===== src/rtl/spi_rb_pkg.sv =====
package spi_rb_pkg;
   // Position of the byte currently being received within a frame.
   typedef enum logic [1:0] {
      PH_CMD   = 2'd0,
      PH_DATA  = 2'd1,
      PH_EXTRA = 2'd2
   } byte_ph_e;
endpackage


===== src/rtl/spi_rb_sync.sv =====
module spi_rb_sync #(
   parameter int STAGES  = 2,
   parameter bit RST_VAL = 1'b0
) (
   input  logic clk_i,
   input  logic rst_ni,
   input  logic d_i,
   output logic q_o
);
   logic [STAGES-1:0] chain;

   if (STAGES < 2) begin : g_bad_stages
      $error("spi_rb_sync: STAGES must be at least 2");
   end

   always_ff @(posedge clk_i or negedge rst_ni) begin
      if (!rst_ni) chain <= {STAGES{RST_VAL}};
      else         chain <= {chain[STAGES-2:0], d_i};
   end

   assign q_o = chain[STAGES-1];
endmodule


===== src/rtl/spi_rb_shifter.sv =====
module spi_rb_shifter
   import spi_rb_pkg::*;
#(
   parameter int DATA_W = 8
) (
   input  logic              clk_i,
   input  logic              rst_ni,
   input  logic              sclk_s_i,
   input  logic              mosi_s_i,
   input  logic              cs_s_i,      // synchronised chip select, 1 = idle
   input  logic [DATA_W-1:0] rdata_i,
   output logic              sclk_fall_o,
   output logic              byte_done_o,
   output byte_ph_e          byte_ph_o,
   output logic [DATA_W-1:0] rx_byte_o,
   output logic [DATA_W-1:0] tx_buf_o,
   output logic              tx_bit_o
);
   localparam int               CNT_W = $clog2(DATA_W);
   localparam logic [CNT_W-1:0] LAST  = CNT_W'(DATA_W - 1);

   logic              sclk_q;
   logic              sel;
   logic              rise;
   logic [CNT_W-1:0]  rx_cnt;
   logic [CNT_W-1:0]  tx_idx;
   logic [DATA_W-1:0] rx_sr;
   logic [DATA_W-1:0] rx_next;
   logic [DATA_W-1:0] tx_buf;
   byte_ph_e          byte_ph;

   assign sel         = ~cs_s_i;
   assign rise        = sel &  sclk_s_i & ~sclk_q;
   assign sclk_fall_o = sel & ~sclk_s_i &  sclk_q;
   assign rx_next     = {rx_sr[DATA_W-2:0], mosi_s_i};

   always_ff @(posedge clk_i or negedge rst_ni) begin
      if (!rst_ni) begin
         sclk_q  <= 1'b0;
         rx_cnt  <= '0;
         tx_idx  <= '0;
         rx_sr   <= '0;
         tx_buf  <= '0;
         byte_ph <= PH_CMD;
      end else begin
         sclk_q <= sclk_s_i;
         if (cs_s_i) begin
            rx_cnt  <= '0;
            tx_idx  <= '0;
            byte_ph <= PH_CMD;
         end else begin
            if (rise) begin
               rx_sr <= rx_next;
               if (rx_cnt == LAST) begin
                  rx_cnt <= '0;
                  if (byte_ph != PH_EXTRA) byte_ph <= byte_ph_e'(byte_ph + 2'd1);
               end else begin
                  rx_cnt <= rx_cnt + 1'b1;
               end
            end
            // Byte boundary: reload the buffer from the selected register.
            if (sclk_fall_o) begin
               if (tx_idx == LAST) begin
                  tx_idx <= '0;
                  tx_buf <= rdata_i;
               end else begin
                  tx_idx <= tx_idx + 1'b1;
               end
            end
         end
      end
   end

   assign byte_done_o = rise & (rx_cnt == LAST);
   assign byte_ph_o   = byte_ph;
   assign rx_byte_o   = rx_next;
   assign tx_buf_o    = tx_buf;
   assign tx_bit_o    = tx_buf[LAST - tx_idx];
endmodule


===== src/rtl/spi_rb_regfile.sv =====
module spi_rb_regfile
   import spi_rb_pkg::*;
#(
   parameter int                DATA_W   = 8,
   parameter int                ADDR_W   = 5,
   parameter int                N_CTRL   = 4,
   parameter int                N_STAT   = 4,
   parameter logic [DATA_W-1:0] CTRL_RST = '0
) (
   input  logic                     clk_i,
   input  logic                     rst_ni,
   input  logic                     cs_s_i,
   input  logic                     cs_rise_i,
   input  logic                     byte_done_i,
   input  byte_ph_e                 byte_ph_i,
   input  logic [DATA_W-1:0]        rx_byte_i,
   input  logic [N_STAT*DATA_W-1:0] stat_i,
   output logic [DATA_W-1:0]        rdata_o,
   output logic [N_CTRL*DATA_W-1:0] ctrl_o,
   output logic [N_STAT*DATA_W-1:0] stat_snap_o
);
   logic              cmd_wr;
   logic [ADDR_W-1:0] cmd_addr;
   logic [DATA_W-1:0] wr_data;
   logic              commit;

   always_ff @(posedge clk_i or negedge rst_ni) begin
      if (!rst_ni) begin
         cmd_wr   <= 1'b0;
         cmd_addr <= '0;
         wr_data  <= '0;
      end else if (byte_done_i) begin
         if (byte_ph_i == PH_CMD) begin
            cmd_wr   <= rx_byte_i[DATA_W-1];
            cmd_addr <= rx_byte_i[ADDR_W-1:0];
         end else if (byte_ph_i == PH_DATA) begin
            wr_data  <= rx_byte_i;
         end
      end
   end

   // Only a frame that delivered its data byte may commit.
   assign commit = cs_rise_i & cmd_wr & (byte_ph_i == PH_EXTRA);

   for (genvar i = 0; i < N_CTRL; i++) begin : g_ctrl
      logic [DATA_W-1:0] q;
      always_ff @(posedge clk_i or negedge rst_ni) begin
         if (!rst_ni)                                  q <= CTRL_RST;
         else if (commit && cmd_addr == ADDR_W'(i))    q <= wr_data;
      end
      assign ctrl_o[i*DATA_W +: DATA_W] = q;
   end

   for (genvar j = 0; j < N_STAT; j++) begin : g_stat
      logic [DATA_W-1:0] q;
      always_ff @(posedge clk_i or negedge rst_ni) begin
         if (!rst_ni)     q <= '0;
         else if (cs_s_i) q <= stat_i[j*DATA_W +: DATA_W];
      end
      assign stat_snap_o[j*DATA_W +: DATA_W] = q;
   end

   always_comb begin
      rdata_o = '0;
      for (int i = 0; i < N_CTRL; i++)
         if (cmd_addr == ADDR_W'(i)) rdata_o = ctrl_o[i*DATA_W +: DATA_W];
      for (int j = 0; j < N_STAT; j++)
         if (cmd_addr == ADDR_W'(N_CTRL + j)) rdata_o = stat_snap_o[j*DATA_W +: DATA_W];
   end
endmodule


===== src/rtl/spi_regbank.sv =====
module spi_regbank
   import spi_rb_pkg::*;
#(
   parameter int                DATA_W      = 8,
   parameter int                ADDR_W      = 5,
   parameter int                N_CTRL      = 4,
   parameter int                N_STAT      = 4,
   parameter int                SYNC_STAGES = 2,
   parameter logic [DATA_W-1:0] CTRL_RST    = '0
) (
   input  logic                     clk_i,
   input  logic                     rst_ni,
   input  logic                     sclk_i,
   input  logic                     csn_i,
   input  logic                     mosi_i,
   output logic                     miso_o,
   output logic                     miso_oe_o,
   input  logic [N_STAT*DATA_W-1:0] stat_i,
   output logic [N_CTRL*DATA_W-1:0] ctrl_o
);
   localparam int N_SYNC = 3;  // csn, sclk, mosi

   if (DATA_W < 4) begin : g_bad_width
      $error("spi_regbank: DATA_W must be at least 4");
   end
   if (ADDR_W > DATA_W - 1) begin : g_bad_addr
      $error("spi_regbank: address field overlaps the write flag");
   end
   if (N_CTRL + N_STAT > (1 << ADDR_W)) begin : g_bad_map
      $error("spi_regbank: register count exceeds address space");
   end

   logic [N_SYNC-1:0] raw_in;
   logic [N_SYNC-1:0] sync_out;
   logic              cs_sync;
   logic              cs_q;
   logic              cs_rise;
   logic              sclk_fall;
   logic              byte_done;
   byte_ph_e          byte_ph;
   logic [DATA_W-1:0] rx_byte;
   logic [DATA_W-1:0] tx_buf;
   logic              tx_bit;
   logic [DATA_W-1:0] rdata;
   logic [N_STAT*DATA_W-1:0] stat_snap;

   assign raw_in = {mosi_i, sclk_i, csn_i};

   for (genvar k = 0; k < N_SYNC; k++) begin : g_sync
      spi_rb_sync #(
         .STAGES  (SYNC_STAGES),
         .RST_VAL (k == 0)
      ) u_sync (
         .clk_i  (clk_i),
         .rst_ni (rst_ni),
         .d_i    (raw_in[k]),
         .q_o    (sync_out[k])
      );
   end

   assign cs_sync = sync_out[0];

   always_ff @(posedge clk_i or negedge rst_ni) begin
      if (!rst_ni) cs_q <= 1'b1;
      else         cs_q <= cs_sync;
   end
   assign cs_rise = cs_sync & ~cs_q;

   spi_rb_shifter #(.DATA_W(DATA_W)) u_shift (
      .clk_i       (clk_i),
      .rst_ni      (rst_ni),
      .sclk_s_i    (sync_out[1]),
      .mosi_s_i    (sync_out[2]),
      .cs_s_i      (cs_sync),
      .rdata_i     (rdata),
      .sclk_fall_o (sclk_fall),
      .byte_done_o (byte_done),
      .byte_ph_o   (byte_ph),
      .rx_byte_o   (rx_byte),
      .tx_buf_o    (tx_buf),
      .tx_bit_o    (tx_bit)
   );

   spi_rb_regfile #(
      .DATA_W   (DATA_W),
      .ADDR_W   (ADDR_W),
      .N_CTRL   (N_CTRL),
      .N_STAT   (N_STAT),
      .CTRL_RST (CTRL_RST)
   ) u_regs (
      .clk_i       (clk_i),
      .rst_ni      (rst_ni),
      .cs_s_i      (cs_sync),
      .cs_rise_i   (cs_rise),
      .byte_done_i (byte_done),
      .byte_ph_i   (byte_ph),
      .rx_byte_i   (rx_byte),
      .stat_i      (stat_i),
      .rdata_o     (rdata),
      .ctrl_o      (ctrl_o),
      .stat_snap_o (stat_snap)
   );

   assign miso_oe_o = ~cs_sync;
   assign miso_o    = ~cs_sync & tx_bit;
endmodule


===== config.mk =====
export PLATFORM = sky130hd
export DESIGN_NAME = spi_regbank
export DESIGN_NICKNAME = d
export VERILOG_FILES = /design/src/rtl/spi_rb_pkg.sv /design/src/rtl/spi_rb_sync.sv /design/src/rtl/spi_rb_shifter.sv /design/src/rtl/spi_rb_regfile.sv /design/src/rtl/spi_regbank.sv
export SDC_FILE = /design/constraint.sdc
export NUM_CORES = 1
export LEC_CHECK = 0
export BUFFER_PORTS_ARGS = -buffer_cell sky130_fd_sc_hd__buf_2
export CORE_MARGIN = 5
export CORE_UTILIZATION = 40
export CTS_CLUSTER_SIZE = 25
export DETAILED_ROUTE_END_ITERATION = 12
export GPL_ROUTABILITY_DRIVEN = 0
export PLACE_DENSITY = 0.68
export SKIP_LAST_GASP = 1
export SLEW_MARGIN = 10
export SYNTH_ARGS = -nofsm -noshare
export SYNTH_HDL_FRONTEND = slang
export SYNTH_SLANG_ARGS = --single-unit

===== constraint.sdc =====
create_clock -name clk_i -period 3.5 [get_ports clk_i]
set_clock_uncertainty 0.1 [all_clocks]
set_input_delay 0.175 -clock clk_i [delete_from_list [all_inputs] [get_ports clk_i]]
set_output_delay 0.175 -clock clk_i [all_outputs]
set_load 0.02 [all_outputs]

==> results of run 1 <==
-- power by group through the flow --
| stage | clock network (mW) | logic (mW) | registers [mW] |
|---|---|---|---|
| final | 1.06 | 0.180 | 1.40 |
| after global routing | 1.14 | 0.202 | 1.41 |
| after CTS | 1.08 | 0.185 | 1.40 |
| after detailed placement | 0 | 0.152 | 1.43 |
| after global placement | 0 | 0.146 | 1.42 |
| after floorplan | 0 | 0.0966 | 1.40 |
-- through the flow --
step                      power [mW]  std cells  utilization  worst slack [ns]
after floorplan                 1.49        341            -              1.38
after global placement          1.57        548        0.447             0.850
after detailed placement        1.58        548        0.447             0.751
after CTS                       2.67        600        0.503             0.752
after global routing            2.76        600        0.503             0.635
final                           2.64        600        0.503             0.749
-- cell usage in the layout, fill, tap and decap left out, drive strengths merged, types with 8 or more instances in the layout --
master,instances
clkbuf,13
mux4,10
mux2,85
buf,77
dfrtp,106
o21ai,12
nor2,8
nand2,23
dlygate4sd3,36
a21oi,8
-- routing by layer --
layer	global-route usage	wire, um	up-vias
met1	0.205	4840	1611
met5	0	0	-
met2	0.261	5260	61
met3	0.0533	499	15
li1	-	-	1464
met4	0.0515	229	0
-- final cells by class --
| class | count | share of cell area |
|---|---|---|
| tap | 147 | 0.0305 |
| inverter | 6 | 0.00374 |
| sequential | 109 | 0.454 |
| timing repair buffer | 113 | 0.127 |
| clock buffer | 13 | 0.0449 |
| clock inverter | 3 | 0.00707 |
| multi-input combinational | 209 | 0.333 |
-- kinds of logic after synthesis --
family,after synthesis,synth area share
multiplexers,100,0.261
flip-flops,109,0.564
AND/OR/NAND/NOR,51,0.0625
buffers and inverters,23,0.0222
AO/OA/AOI/OAI,50,0.0708
adder cells (fa/ha/maj),7,0.0181
XOR/XNOR,1,0.00181
-- sequential cells by signal (all words and copies together) (netlist names), 5 cells and up --
signal               cells
u_regs.wr_data           8
u_shift.tx_buf_o         8
g_sync.u_sync.chain      6
u_regs.g_stat.q         32
u_shift.rx_sr            7
u_regs.cmd_addr          5
u_regs.g_ctrl.q         32
-- worst min path at each step --
| stage | start | endpoint | cells past startpoint |
|---|---|---|---|
| floorplan | rst_ni | g_sync[1].u_sync.chain[0] | 0 |
| global placement | mosi_i | g_sync[2].u_sync.chain[0] | 1 |
| detailed placement | mosi_i | g_sync[2].u_sync.chain[0] | 1 |
| CTS | g_sync[0].u_sync.chain[0] | g_sync[0].u_sync.chain[1] | 0 |
| global route | g_sync[0].u_sync.chain[0] | g_sync[0].u_sync.chain[1] | 0 |
| finish | g_sync[0].u_sync.chain[0] | g_sync[0].u_sync.chain[1] | 0 |
==> results.json, run 1 <==
{
  "clk_latency_ns": 0.35,
  "synth_seq_area_share": 0.564,
  "relSlewSlack": 0.334,
  "avgSynthCellArea_sq_um": 14.2,
  "cp_max_fo": 26,
  "wl_per_cell_um": 18.0,
  "worst_pin_slew_ns": 0.999,
  "cts.htree.levels": 3,
  "clock_path_buffers": 2,
  "grtUsageTotal": 0.162,
  "core-area_sq_um": 12000,
  "routed_wl_um": 10800,
  "p_sw_uw": 578,
  "period_needed_ns": 2.75,
  "ys_types": 37,
  "finalSetupViolations": 0,
  "fillCellCount": 1017,
  "final_area_sq_um": 6020,
  "cp.arrival_ns": 2.88,
  "holdCritPathClass": "flop to flop",
  "crit_type": "flop to flop",
  "first_global_vias": 3282,
  "grt_pass1_wl_um": 17900,
  "combPwrFrac": 0.068,
  "grt_max_degree": 82,
  "cts_hold_buf": 36,
  "start_util": 0.405,
  "internal-power_mw": 2.06,
  "critical_path_buf_inv_count": 0,
  "slew_violations": 0,
  "tritoncts": "yes",
  "r2r_slack_ns": 0.75,
  "critPathMaxStageDelay_ns": 0.88,
  "fmax_mhz": 364,
  "cts.repair.resized": 0,
  "drv_cap": 0,
  "synth.net_count": 385,
  "place_hpwl_um": 7320,
  "clockPowerShare": 0.400,
  "drt-initial-drc-count": 173,
  "swShare": 0.219,
  "drive_above_1_share": 0.430,
  "path_depth": 3,
  "io_pins": 71,
  "fp.dieH_um": 120,
  "r2r_cells": 3,
  "multi_input_area_sq_um": 2000,
  "dieArea_sq_um": 14400,
  "timing.final.crit_share": 0.786,
  "gr-total-overflow": 0,
  "numCtsBuffers": 9,
  "path_cells": "nand4b_1, or4_1, mux2_4",
  "synth_top_area_frac": 0.548,
  "cp-startpoint": "g_sync[0].u_sync.chain[1]",
  "cellPowerDensity_nw_per_um2": 439,
  "yosysTopAreaCell": "dfrtp_1",
  "yosys_warnings": 0,
  "status": "finished clean",
  "cts_root_buf": "clkbuf_16",
  "worst_ep_required_time_ns": 3.63,
  "setup_tns_ns": 0,
  "r2r-start": "g_sync[0].u_sync.chain[1]",
  "pwr-share-seq": 0.532,
  "r2r_end": "u_regs.g_ctrl[3].q[5]",
  "yosys-top-cells-area": "dfrtp_1, mux2_2, mux4_2",
  "leakage_nw": 2.82,
  "die_x_um": 120,
  "yosysMostFrequentCell": "dfrtp_1",
  "fin_hold_ws_ns": 0.259,
  "ys.flop_type": "dfrtp_1",
  "crit_end": "u_regs.g_ctrl[3].q[5]",
  "antenna_found_initial": 0,
  "ir_worst_vdd_mv": 0.226,
  "clock-sinks": 109,
  "async_flop_share": 1.00,
  "clk_pin_slew_ns": 0.07,
  "area.sequential_sq_um": 2730,
  "endpoint_kind": "flop",
  "rows": 40,
  "place_area_sq_um": 5350,
  "io_buffers": 70,
  "crit_slowest_cell": "dfstp_2",
  "ant_nets": 0,
  "post_cts_buffers": 0,
  "ys_ff_latch": 109,
  "critPathTopFamily": "simple AND/OR/NAND/NOR gates",
  "fin_nets": 492,
  "synth_common_cells": "dfrtp_1, mux2_2, nand2_1",
  "vias": 3151,
  "detail_route.vias_per_cell": 5.25,
  "dr.pass1.iters": 4,
  "hold_violations": 0,
  "area_delta_synth_final_pct": 24.3,
  "drc": 0,
  "rsz0062_at_grt": "no",
  "critPathLaunchType": "flop",
  "synth_cells": 341,
  "antenna_cells": 0,
  "syn-cell-area_sq_um": 4840,
  "synth_edf_count": 0
}
Power figures use the tool's default switching activity.
==> inputs of run 2 (changes only) <==
Settings changed: PLACE_DENSITY 0.68 to 0.71.
Clock period 3.5 ns to 2.4 ns, I/O delays scaled along.
==> run 2 against run 1 <==
Clock-buffer cell count is 3 lower. Critical endpoint is now u_regs.g_ctrl[3].q[0]. Total power grew 37%. Utilization increased by 0.15 points. Global-route usage down 0.15 points. Highest routed layer unchanged. Sequential share of layout area down 0.13 points.
==> results.json, run 2 (synthesized netlist as in run 1, its figures left out) <==
{
  "status": "finished clean",
  "clk_latency_ns": 0.35,
  "gr-total-overflow": 0,
  "fin_hold_ws_ns": 0.193,
  "antenna_found_initial": 0,
  "dp_cells": 556,
  "cp.arrival_ns": 2.30,
  "first_global_vias": 3435,
  "clk_pin_slew_ns": 0.07,
  "fin_nets": 500,
  "dieArea_sq_um": 14400,
  "routed_wl_um": 10900,
  "clockPowerShare": 0.364,
  "clock-sinks": 109,
  "start_util": 0.405,
  "cp-startpoint": "u_regs.cmd_addr[3]",
  "fp.dieH_um": 120,
  "worst_pin_slew_ns": 0.530,
  "area_delta_synth_final_pct": 24.7,
  "power_mw": 3.63,
  "finalSetupViolations": 0,
  "drt-initial-drc-count": 175,
  "r2r_end": "u_regs.g_ctrl[3].q[0]",
  "clock_path_buffers": 2,
  "core-area_sq_um": 12000,
  "critical_path_buf_inv_count": 0,
  "setup_tns_ns": 0,
  "drc": 0,
  "grt_max_degree": 70,
  "instances_no_fill": 607,
  "cts_root_buf": "clkbuf_16",
  "busiest_layer": "met2",
  "mostFrequentLayoutCells": "dfrtp_1, mux2_2, buf_2",
  "drv_cap": 0,
  "drive_above_1_share": 0.439,
  "rsz0062_at_grt": "no",
  "post-route-util": 0.505,
  "holdCritPathClass": "input pin to asynchronous set/reset pin",
  "crit_slowest_cell": "or4_1",
  "grt_pass1_wl_um": 18100,
  "p_sw_uw": 820,
  "combPwrFrac": 0.076,
  "crit_type": "flop to flop",
  "critPathLaunchType": "flop",
  "tritoncts": "yes",
  "grtUsageTotal": 0.160,
  "detail_route.vias_per_cell": 5.26,
  "numCtsBuffers": 9,
  "io_pins": 71,
  "slew_violations": 0,
  "place_ws_ns": 0.215,
  "ant_nets": 0,
  "hold_violations": 0,
  "path_depth": 3,
  "wl_per_cell_um": 17.9,
  "use_met1": 0.210,
  "use_met2": 0.260,
  "worst_ep_required_time_ns": 2.53,
  "place_hpwl_um": 7550,
  "endpoint_kind": "flop",
  "post_cts_buffers": 0,
  "relSlewSlack": 0.647,
  "vias": 3192,
  "critPathTopFamily": "simple AND/OR/NAND/NOR gates",
  "period_needed_ns": 2.17,
  "ir_worst_vdd_mv": 0.300,
  "use_met3": 0.0207,
  "r2r-start": "u_regs.cmd_addr[3]",
  "timing.final.crit_share": 0.904,
  "critPathMaxStageDelay_ns": 0.75,
  "r2r_slack_ns": 0.23,
  "dr.pass1.iters": 4,
  "die_x_um": 120,
  "place_area_sq_um": 5420,
  "cp_max_fo": 8,
  "cellPowerDensity_nw_per_um2": 601,
  "r2r_cells": 3,
  "reg.largest.list": "u_regs.g_ctrl.q x32, u_regs.g_stat.q x32",
  "pwr-share-seq": 0.560,
  "cts.htree.levels": 3,
  "final_area_sq_um": 6040,
  "swShare": 0.226,
  "io_buffers": 70,
  "fmax_mhz": 461,
  "final_common_cell": "dfrtp_1",
  "antenna_cells": 0,
  "leakage_nw": 2.85,
  "path_cells": "or3_1, or4_1, mux2_4",
  "internal-power_mw": 2.81,
  "setup_slack_ns": 0.230,
  "rows": 40,
  "crit_end": "u_regs.g_ctrl[3].q[0]"
}
[run 2: changes by cell type in the layout (fill, tap and decap cells not counted), sizes merged]
cell,before,now
clkbuf,13,10
buf,77,85
bufinv,1,0
clkinv,2,6
clkinvlp,1,0
[run 2: power by group through the flow]
stage / logic (mW) / registers, mW / clock network [mW]
after floorplan: 0.141 / 2.04 / 0
after global placement: 0.222 / 2.07 / 0
after detailed placement: 0.232 / 2.07 / 0
after CTS: 0.278 / 2.04 / 1.36
after global routing: 0.303 / 2.05 / 1.44
final: 0.275 / 2.03 / 1.32
[run 2: area by class of cell]
cell class	instances	area [sq um]
clock buffer	10	229
clock inverter	5	28.8
fill	1012	5920
timing repair buffer	121	838
multi-input combinational	209	2000
inverter	6	22.5
tap	147	184
sequential	109	2730
[run 2: per-layer routing]
layer,wire (um),share of wire
met1,4760,0.44
met2,5390,0.50
met3,348,0.032
met4,358,0.033
met5,0,0
[run 2: worst min-delay path by stage]
stage,from,endpoint,cells after the start
2_1_floorplan,rst_ni,g_sync[1].u_sync.chain[0],0
3_3_place_gp,rst_ni,u_regs.g_ctrl[1].q[7],1
3_5_place_dp,rst_ni,u_regs.g_ctrl[1].q[7],1
4_1_cts,rst_ni,u_regs.g_ctrl[1].q[7],2
5_1_grt,rst_ni,u_regs.g_ctrl[1].q[7],2
6_report,rst_ni,u_regs.g_ctrl[0].q[0],2
[run 2: repair_timing]
| action | CTS | global route |
|---|---|---|
| endpoints found under the hold margin | 75 | 0 |
| setup endpoints to repair | 0 | 0 |
| hold buffers | 36 | 0 |
| resized for setup | 0 | 0 |
==> inputs of run 3 (changes only) <==
Settings changed: HOLD_SLACK_MARGIN from default to 0.05, PLACE_DENSITY 0.71 to 0.68.
Clock period 2.4 ns to 2.8 ns, I/O delays scaled along.
==> run 3 against run 2 <==
Via count shrank 1.2%. Clock power barely moved. Die area unchanged. Cell area is 0.19% lower. Worst hold slack improved by 0.057 ns. Sequential power down 14%. Highest routed layer unchanged. Total power down 9.9%.
==> results.json, run 3 (synthesized netlist as in run 1, its figures left out) <==
{
  "setup_slack_ns": 0.408,
  "multi_input_area_sq_um": 2000,
  "grt_max_degree": 56,
  "gr-total-overflow": 0,
  "drc": 0,
  "first_global_vias": 3516,
  "antenna_found_initial": 0,
  "top_layer": "met4",
  "start_util": 0.405,
  "hp-start": "g_sync[2].u_sync.chain[0]",
  "cp-startpoint": "u_shift.byte_ph_o[0]",
  "tritoncts": "yes",
  "setup_tns_ns": 0,
  "final_common_cell": "dfrtp_1",
  "io_pins": 71,
  "detail_route.vias_per_cell": 5.26,
  "fmax_mhz": 418,
  "antenna_cells": 0,
  "io_buffers": 70,
  "slew_violations": 0,
  "relSlewSlack": 0.444,
  "r2r-start": "u_shift.byte_ph_o[0]",
  "fin_nets": 493,
  "clock-sinks": 109,
  "fillCellCount": 1015,
  "grtUsageTotal": 0.166,
  "critPathLaunchType": "flop",
  "ant_nets": 0,
  "cts_root_buf": "clkbuf_16",
  "post_cts_buffers": 0,
  "vias": 3154,
  "drv_cap": 0,
  "rsz0062_at_grt": "no",
  "worst_ep_required_time_ns": 2.94,
  "finalSetupViolations": 0,
  "period_needed_ns": 2.39,
  "area_delta_synth_final_pct": 24.4,
  "routed_wl_um": 11000,
  "leakage_nw": 2.83,
  "cts.repair.resized": 0,
  "cellPowerDensity_nw_per_um2": 543,
  "timing.final.crit_share": 0.854,
  "cp.arrival_ns": 2.53,
  "status": "finished clean",
  "core-area_sq_um": 12000,
  "cp_max_fo": 8,
  "area.sequential_sq_um": 2730,
  "instances_no_fill": 600,
  "mostFrequentLayoutCells": "dfrtp_1, mux2_2, buf_2",
  "cts.htree.levels": 3,
  "power_mw": 3.27,
  "rows": 40,
  "drive_above_1_share": 0.433,
  "place_hpwl_um": 7490,
  "dp_cells": 549,
  "reg.largest.list": "u_regs.g_ctrl.q x32, u_regs.g_stat.q x32",
  "drt-initial-drc-count": 143,
  "endpoint_kind": "flop",
  "fp.dieH_um": 120,
  "crit_type": "flop to flop",
  "ir_worst_vdd_mv": 0.319,
  "wl_met3_um": 390,
  "grt_pass1_wl_um": 18700,
  "worst_pin_slew_ns": 0.828,
  "dr.pass1.iters": 4,
  "clk_latency_ns": 0.36,
  "dieArea_sq_um": 14400,
  "hold_violations": 0,
  "clk_pin_slew_ns": 0.07,
  "clock_path_buffers": 2,
  "wl_per_cell_um": 18.3,
  "place_ws_ns": 0.398,
  "post-route-util": 0.504,
  "wl_met1_um": 4840,
  "holdCritPathClass": "flop to flop",
  "wl_met2_um": 5430,
  "die_x_um": 120,
  "numCtsBuffers": 9
}
[run 3: cell count changes in the layout (fill, tap and decap cells not counted), sizes merged]
cell	before	now
bufinv	0	1
clkinv	6	3
buf	85	78
clkinvlp	0	1
inv	5	6
[run 3: worst max-delay path: stages (launching register included)]
cell	delay [ns]
dfrtp_1	0.41
inv_1	0.10
ha_1	0.18
nand4b_1	0.33
or4_1	0.78
mux2_4	0.39
[run 3: repair_timing]
action	in CTS	in global routing
setup endpoints to repair	0	0
hold buffers	36	0
endpoints found under the hold margin	86	0
[run 3: final cells by class]
type                       instances  area share
inverter                           6     0.00374
tap                              147      0.0305
clock buffer                      10      0.0397
sequential                       109       0.453
multi-input combinational        209       0.333
clock inverter                     5     0.00996
timing repair buffer             114       0.130
[run 3: worst paths after layout]
path,end,slack (ns),cells after the start
worst min-delay path,g_sync[2].u_sync.chain[1],0.25,0
min in group asynchronous,u_regs.g_ctrl[2].q[5],0.26,2
worst max register to register,u_regs.g_ctrl[3].q[7],0.41,5
worst min register to register,g_sync[2].u_sync.chain[1],0.25,0
max in group asynchronous,u_regs.g_stat[1].q[1],1.60,3
worst max-delay path,u_regs.g_ctrl[3].q[7],0.41,5
[run 3: metrics by stage]
| step | instance area (sq um) | hold WS (ns) |
|---|---|---|
| finish | 6030 | 0.250 |
| global route | 6030 | 0.260 |
| CTS | 6030 | 0.251 |
| detailed placement | 5370 | 0.137 |
| global placement | 5370 | 0.135 |
| floorplan | 4840 | -0.256 |
[run 3: per-layer routing]
layer	up-vias	GRT usage
li1	1467	-
met4	0	0.0759
met2	59	0.269
met5	-	0
met3	24	0.0434
met1	1604	0.209
[run 3: power breakdown]
part,total (mW),switching (mW),internal [mW]
sequential,1.75,0.0741,1.67
clock,1.29,0.577,0.716
combinational,0.232,0.0901,0.142
